File: src/rtl/fga_pkg.sv
package fga_pkg;
    localparam int GROUP_W = 32;

    // Global register offsets
    localparam logic [11:0] PRIO_ADDR = 12'h00C;
    localparam logic [11:0] GRP_ADDR  = 12'h014;
    localparam logic [11:0] VEC_ADDR  = 12'h01C;

    // Per-group bases and offsets
    localparam int CFG_BASE  = 32'h200;
    localparam int STAT_BASE = 32'h400;
    localparam int GRP_STEP  = 32'h20;
    localparam int EN_OFS    = 32'h00;
    localparam int TYPE_OFS  = 32'h1C;
    localparam int RAW_OFS   = 32'h04;
    localparam int FEN_OFS   = 32'h14;

    typedef struct packed {
        logic [GROUP_W-1:0] status;
        logic [GROUP_W-1:0] prev;
        logic [GROUP_W-1:0] en;
        logic [GROUP_W-1:0] lvl;
    } grp_state_t;
endpackage

File: src/rtl/fga_sync.sv
module fga_sync #(
    parameter int W      = 64,
    parameter int STAGES = 2
) (
    input  logic         clk,
    input  logic         rst_n,
    input  logic [W-1:0] d_i,
    output logic [W-1:0] q_o
);
    logic [W-1:0] stg_d [STAGES];
    logic [W-1:0] stg_q [STAGES];

    always_comb begin
        stg_d[0] = d_i;
        for (int i = 1; i < STAGES; i++) begin
            stg_d[i] = stg_q[i-1];
        end
    end

    always_ff @(posedge clk or negedge rst_n) begin
        if (!rst_n) begin
            for (int i = 0; i < STAGES; i++) stg_q[i] <= '0;
        end else begin
            for (int i = 0; i < STAGES; i++) stg_q[i] <= stg_d[i];
        end
    end

    assign q_o = stg_q[STAGES-1];
endmodule

File: src/rtl/fga_prio.sv
module fga_prio #(
    parameter int N  = 64,
    parameter int IW = 6
) (
    input  logic [N-1:0]  vec_i,
    output logic          found_o,
    output logic [IW-1:0] idx_o
);
    // Lowest index wins: scan downwards so the last hit is the lowest
    always_comb begin
        found_o = 1'b0;
        idx_o   = '0;
        for (int i = N - 1; i >= 0; i--) begin
            if (vec_i[i]) begin
                found_o = 1'b1;
                idx_o   = IW'(i);
            end
        end
    end
endmodule

File: src/rtl/fga_group.sv
module fga_group
    import fga_pkg::*;
(
    input  logic               clk,
    input  logic               rst_n,
    input  logic [GROUP_W-1:0] src_i,
    input  logic               en_wr_i,
    input  logic               lvl_wr_i,
    input  logic [GROUP_W-1:0] wdata_i,
    input  logic [GROUP_W-1:0] clr_i,
    output logic [GROUP_W-1:0] status_o,
    output logic [GROUP_W-1:0] en_o,
    output logic [GROUP_W-1:0] lvl_o
);
    grp_state_t st_d, st_q;
    logic [GROUP_W-1:0] rise;
    logic [GROUP_W-1:0] set;

    always_comb begin
        st_d      = st_q;
        rise      = src_i & ~st_q.prev;
        set       = (st_q.lvl & src_i) | (~st_q.lvl & rise);
        st_d.prev = src_i;
        // a new event in the same cycle as a clear takes precedence
        st_d.status = (st_q.status & ~clr_i) | set;
        if (en_wr_i)  st_d.en  = wdata_i;
        if (lvl_wr_i) st_d.lvl = wdata_i;
    end

    always_ff @(posedge clk or negedge rst_n) begin
        if (!rst_n) st_q <= '0;
        else        st_q <= st_d;
    end

    assign status_o = st_q.status;
    assign en_o     = st_q.en;
    assign lvl_o    = st_q.lvl;
endmodule

File: src/rtl/fiq_group_agg.sv
module fiq_group_agg
    import fga_pkg::*;
#(
    parameter int NUM_GROUPS  = 2,
    parameter int SYNC_STAGES = 2,
    parameter int ADDR_W      = 12
) (
    input  logic                          clk,
    input  logic                          rst_n,
    input  logic [NUM_GROUPS*GROUP_W-1:0] irq_in,
    input  logic                          reg_wr,
    input  logic                          reg_rd,
    input  logic [ADDR_W-1:0]             reg_addr,
    input  logic [31:0]                   reg_wdata,
    output logic [31:0]                   reg_rdata,
    output logic                          fiq_o
);
    localparam int NUM_SRC = NUM_GROUPS * GROUP_W;
    localparam int SRC_W   = $clog2(NUM_SRC);

    typedef struct packed {
        logic             armed;
        logic [SRC_W-1:0] mask_idx;
        logic [31:0]      rdata;
    } top_state_t;

    top_state_t s_d, s_q;

    logic [NUM_SRC-1:0]    sync_all;
    logic [NUM_SRC-1:0]    status_all;
    logic [NUM_SRC-1:0]    en_all;
    logic [NUM_SRC-1:0]    type_all;
    logic [NUM_SRC-1:0]    clr_all;
    logic [NUM_SRC-1:0]    pend_all;
    logic [NUM_SRC-1:0]    vis_all;
    logic [NUM_GROUPS-1:0] grp_pend;
    logic                  mask_armed;
    logic                  prio_found, vec_found;
    logic [SRC_W-1:0]      prio_idx, vec_idx;
    logic [31:0]           rd_val;

    fga_sync #(.W(NUM_SRC), .STAGES(SYNC_STAGES)) sync_i (
        .clk   (clk),
        .rst_n (rst_n),
        .d_i   (irq_in),
        .q_o   (sync_all)
    );

    for (genvar g = 0; g < NUM_GROUPS; g++) begin : g_grp
        logic en_wr, lvl_wr, clr_hit;
        assign en_wr   = reg_wr && (reg_addr == ADDR_W'(CFG_BASE + g*GRP_STEP + EN_OFS));
        assign lvl_wr  = reg_wr && (reg_addr == ADDR_W'(CFG_BASE + g*GRP_STEP + TYPE_OFS));
        assign clr_hit = reg_wr && ((reg_addr == ADDR_W'(STAT_BASE + g*GRP_STEP + RAW_OFS)) ||
                                    (reg_addr == ADDR_W'(STAT_BASE + g*GRP_STEP + FEN_OFS)));
        assign clr_all[g*GROUP_W +: GROUP_W] = clr_hit ? reg_wdata : '0;

        fga_group grp_i (
            .clk      (clk),
            .rst_n    (rst_n),
            .src_i    (sync_all[g*GROUP_W +: GROUP_W]),
            .en_wr_i  (en_wr),
            .lvl_wr_i (lvl_wr),
            .wdata_i  (reg_wdata),
            .clr_i    (clr_all[g*GROUP_W +: GROUP_W]),
            .status_o (status_all[g*GROUP_W +: GROUP_W]),
            .en_o     (en_all[g*GROUP_W +: GROUP_W]),
            .lvl_o    (type_all[g*GROUP_W +: GROUP_W])
        );

        assign grp_pend[g] = |pend_all[g*GROUP_W +: GROUP_W];
    end

    assign pend_all   = status_all & en_all;
    assign mask_armed = s_q.armed;

    always_comb begin
        for (int i = 0; i < NUM_SRC; i++) begin
            vis_all[i] = !s_q.armed || (SRC_W'(i) < s_q.mask_idx);
        end
    end

    fga_prio #(.N(NUM_SRC), .IW(SRC_W)) prio_i (
        .vec_i   (pend_all),
        .found_o (prio_found),
        .idx_o   (prio_idx)
    );

    fga_prio #(.N(NUM_SRC), .IW(SRC_W)) vec_i (
        .vec_i   (pend_all & vis_all),
        .found_o (vec_found),
        .idx_o   (vec_idx)
    );

    // Read decode
    always_comb begin
        rd_val = '0;
        if (reg_addr == ADDR_W'(PRIO_ADDR)) begin
            rd_val = prio_found ? 32'(prio_idx) + 32'd1 : 32'd0;
        end else if (reg_addr == ADDR_W'(GRP_ADDR)) begin
            rd_val = 32'(grp_pend);
        end else if (reg_addr == ADDR_W'(VEC_ADDR)) begin
            rd_val = vec_found ? 32'(vec_idx) + 32'd1 : 32'd0;
        end
        for (int g = 0; g < NUM_GROUPS; g++) begin
            if (reg_addr == ADDR_W'(CFG_BASE + g*GRP_STEP + EN_OFS))
                rd_val = en_all[g*GROUP_W +: GROUP_W];
            if (reg_addr == ADDR_W'(CFG_BASE + g*GRP_STEP + TYPE_OFS))
                rd_val = type_all[g*GROUP_W +: GROUP_W];
            if (reg_addr == ADDR_W'(STAT_BASE + g*GRP_STEP + RAW_OFS))
                rd_val = status_all[g*GROUP_W +: GROUP_W];
            if (reg_addr == ADDR_W'(STAT_BASE + g*GRP_STEP + FEN_OFS))
                rd_val = pend_all[g*GROUP_W +: GROUP_W];
        end
    end

    // Next state: read return, mask release, mask arming
    always_comb begin
        s_d       = s_q;
        s_d.rdata = reg_rd ? rd_val : '0;
        if (s_q.armed && clr_all[s_q.mask_idx]) begin
            s_d.armed = 1'b0;
        end
        if (reg_rd && (reg_addr == ADDR_W'(VEC_ADDR)) && vec_found) begin
            s_d.armed    = 1'b1;
            s_d.mask_idx = vec_idx;
        end
    end

    always_ff @(posedge clk or negedge rst_n) begin
        if (!rst_n) s_q <= '0;
        else        s_q <= s_d;
    end

    assign reg_rdata = s_q.rdata;
    assign fiq_o     = |(pend_all & vis_all);
endmodule

File: config.mk
export PLATFORM = sky130hd
export DESIGN_NAME = fiq_group_agg
export DESIGN_NICKNAME = d
export VERILOG_FILES = /design/src/rtl/fga_pkg.sv /design/src/rtl/fga_sync.sv /design/src/rtl/fga_prio.sv /design/src/rtl/fga_group.sv /design/src/rtl/fiq_group_agg.sv
export SDC_FILE = /design/constraint.sdc
export NUM_CORES = 1
export LEC_CHECK = 0
export ABC_AREA = 1
export BUFFER_PORTS_ARGS = -buffer_cell sky130_fd_sc_hd__buf_4
export CORE_UTILIZATION = 25
export DETAILED_ROUTE_END_ITERATION = 10
export REMOVE_ABC_BUFFERS = 1
export SYNTH_ARGS = -nofsm -noshare
export SYNTH_HDL_FRONTEND = slang
export SYNTH_SLANG_ARGS = --single-unit
export TNS_END_PERCENT = 5
File: constraint.sdc
create_clock -name clk -period 8.1 [get_ports clk]
set_input_delay 2.025 -clock clk [delete_from_list [all_inputs] [get_ports clk]]
set_output_delay 2.025 -clock clk [all_outputs]
set_load 0.05 [all_outputs]
==> flow_metrics.env <==
export IMPL_finalCritPeriodShare=0.8457
export IMPL_critPathKind="flip-flop to flip-flop"
export IMPL_drt_initial_drc_count=1503
export IMPL_worst_pin_slew_ps=1089
export IMPL_hpwl_mm=49.15
export IMPL_cts_root_buf="clkbuf_16"
export IMPL_routed_wirelength_mm=70.15
export IMPL_hold_viol_final=0
export IMPL_pre_cts_slack_ps=1329
export IMPL_clk_pin_slew_ps=60
export IMPL_place_port_buffers=144
export IMPL_synth_edf_count=0
export IMPL_synth_top_area_cell="dfrtp_1"
export IMPL_ir_drop_mv=0.1128
export IMPL_finish_utilization=0.3010
export IMPL_slew_violations=0
export IMPL_antenna_found_initial=0
export IMPL_avgSynthCellArea_um2=8.250
export IMPL_initial_core_util=0.2534
export IMPL_synthFlopType="dfrtp_1"
export IMPL_post_cts_buffers=0
export IMPL_finalWeightedCongestion=1.031
export IMPL_syn_area_mm2=0.01931
export IMPL_grtUsageTotal=0.1794
export IMPL_p_per_area_mw_per_mm2=202.9
export IMPL_min_path_type="flip-flop to flip-flop"
export IMPL_cts_max_level=2
export IMPL_antenna_left=0
export IMPL_status="finished, final reports clean"
export IMPL_cp_common_cell="nand2_1"
export IMPL_cts_resized_gates=0
export IMPL_dieArea_mm2=0.07834
export IMPL_die_y_um=279.9
export IMPL_vias_per_cell=4.782
export IMPL_relSlewSlack=0.2729
export IMPL_worstRegToRegCells=81
export IMPL_crit_path_end_kind="flip-flop"
export IMPL_seq_area_frac_synth=0.5483
export IMPL_grt_pass1_vias=16460
export IMPL_cts_buffer_depth=3
export IMPL_cts_sinks=423
export IMPL_startpoint_type="flip-flop"
export IMPL_ys_types=47
export IMPL_fill_cells=8145
export IMPL_fin_skew_ps=26.37
export IMPL_p_leak_nw=10.80
export IMPL_cp_slowest_cell="nor2_4"
export IMPL_synth_warnings=0
export IMPL_critPathArrivalTime_ps=7290
export IMPL_final_nets=2554
export IMPL_setup_viol=0
export IMPL_dr_pass1_iters=6
export IMPL_setup_slack_ps=1250
export IMPL_grt_setup_unrepaired="no"
export IMPL_grt_max_degree=167
export IMPL_row_count=101
export IMPL_min_period_ps=6850
export IMPL_placeableCoreArea_mm2=0.07620
export IMPL_ys_ff_latch=423
export IMPL_vias=16760
export IMPL_worstPathRequired_ps=8540
export IMPL_timing_fmax_mhz=146.0
export IMPL_cts_hold_buffers=0
export IMPL_io_pins=145
export IMPL_cap_violations=0
export IMPL_fin_cells=3506
export IMPL_synth_area_top_cells="dfrtp_1, nand2_1, o21ai_0, inv_1, nor2_1"
export IMPL_post_drt_wl_per_cell_um=20.01
export IMPL_slowest_delay_ps=630
export IMPL_critPathMaxFanout=19
export IMPL_placed_cells=3420
export IMPL_cts_made_buffers=48
export IMPL_async_reset_ff_frac=1.000
export IMPL_drc_errors=0
export IMPL_area_delta_synth_final_pct=18.79
export IMPL_layout_drive_gt1_share=0.1131
export IMPL_clkLatencyLatePin_ps=600
export IMPL_cts_tree="done"
export IMPL_synth_cells=2340
export IMPL_hold_depth=0
export IMPL_finalSetupTns_ps=0
export IMPL_grt_pass1_wl_mm=105.9
export IMPL_die_w_um=279.9
export IMPL_synth_top_cell_area_share=0.5483
export IMPL_grt_ovfl_total=0
## power by group
part | internal, mW | switching [mW]
sequential | 2.17 | 0.0224
clock | 1.34 | 0.904
combinational | 0.0724 | 0.149
total | 3.58 | 1.07
## registers in the layout, summed over array words and instances, names as in the netlist, 6 cells and up
signal and flops:
sync_i.q_o 64, sync_i.stg_d 64, reg_rdata 32, g_grp.grp_i.en_o 64, g_grp.grp_i.st_q 64, g_grp.grp_i.lvl_o 64, s_q 6, g_grp.grp_i.status_o 64
## metrics by stage
step	area [µm²]	hold WS, ps	total power [mW]
5_1_grt	22930	349.8	4.812
3_5_place_dp	21320	334.7	2.451
3_3_place_gp	21320	331.9	2.450
6_report	22930	342.6	4.653
4_1_cts	22930	342.5	4.702
2_1_floorplan	18710	331.2	2.306
## critical path: cells and delay by family, from the launching register on
kind,cells,cell delay (ps)
AO/OA/AOI/OAI,8,1050
adder cells (fa/ha/maj),1,160
buffers and inverters,3,310
flip-flops,1,570
AND/OR/NAND/NOR,69,4590
## cell usage in the layout, fill, tap and decap left out, types with 3 or more instances in the layout
cell type,count
a2111oi_0,3
a211oi_1,5
a21oi_1,79
a221oi_1,26
a22o_1,10
a31oi_1,12
a41oi_1,8
buf_4,166
bufinv_16,5
clkbuf_1,10
clkbuf_16,49
clkbuf_8,8
clkinv_2,8
clkinv_4,3
dfrtp_1,423
inv_1,246
inv_2,13
nand2_1,661
nand2_2,8
nand3_1,28
nand3b_1,3
nand4_1,13
nor2_1,151
nor2_2,5
nor3_1,29
o2111ai_1,3
o211ai_1,28
o21ai_0,399
o21bai_1,11
o221ai_1,3
o22ai_1,26
## cell type report
cell class	count	area, µm²	area share
diodes	1	2.502	0.0001091
clock buffers	67	1374	0.05991
clock inverters	18	235.2	0.01026
inverters	262	984.7	0.04294
multi-input cells	1536	7162	0.3123
flip-flops and latches	423	10590	0.4616
well taps	1030	1289	0.05620
repair buffers	169	1301	0.05674
## layer usage
layer | global-route usage | vias to the layer above | share of wire
li1 | - | 7829 | -
met1 | 0.2477 | 8184 | 0.45
met2 | 0.2886 | 634 | 0.46
met3 | 0.02444 | 117 | 0.061
met4 | 0.05927 | 0 | 0.031
met5 | 0 | - | 0
## cell families after synthesis
logic type,after synthesis,synth area share
AO/OA/AOI/OAI,628,0.1836
AND/OR/NAND/NOR,906,0.1849
adder cells (fa/ha/maj),2,0.001296
buffers and inverters,381,0.08192
flip-flops,423,0.5483
## Yosys cell counts (3+ instances only)
cell type    n
a2111oi_0    3
a211oi_1     5
a21oi_1     79
a221oi_1    26
a22o_1      10
a31oi_1     12
a41oi_1      8
buf_4       38
clkbuf_1    78
dfrtp_1    423
inv_1      248
inv_2       12
nand2_1    664
nand2_2      5
nand3_1     28
nand3b_1     3
nand4_1     13
nor2_1     153
nor2_2       3
nor3_1      31
o2111ai_1    3
o211ai_1    28
o21ai_0    399
o21bai_1    11
o221ai_1     3
o22ai_1     26
## worst paths after layout
| check | from | endpoint | slack (ps) |
|---|---|---|---|
| max | s_q[33] | reg_rdata[4] | 1250 |
| min | sync_i.stg_d[8] | sync_i.q_o[8] | 340 |
| max reg2reg | s_q[33] | reg_rdata[4] | 1250 |
| min reg2reg | sync_i.stg_d[8] | sync_i.q_o[8] | 340 |
| max in group asynchronous | rst_n | g_grp[0].grp_i.en_o[14] | 5080 |
| min in group asynchronous | rst_n | sync_i.stg_d[1] | 1500 |
(Power assumes the default switching activity.)
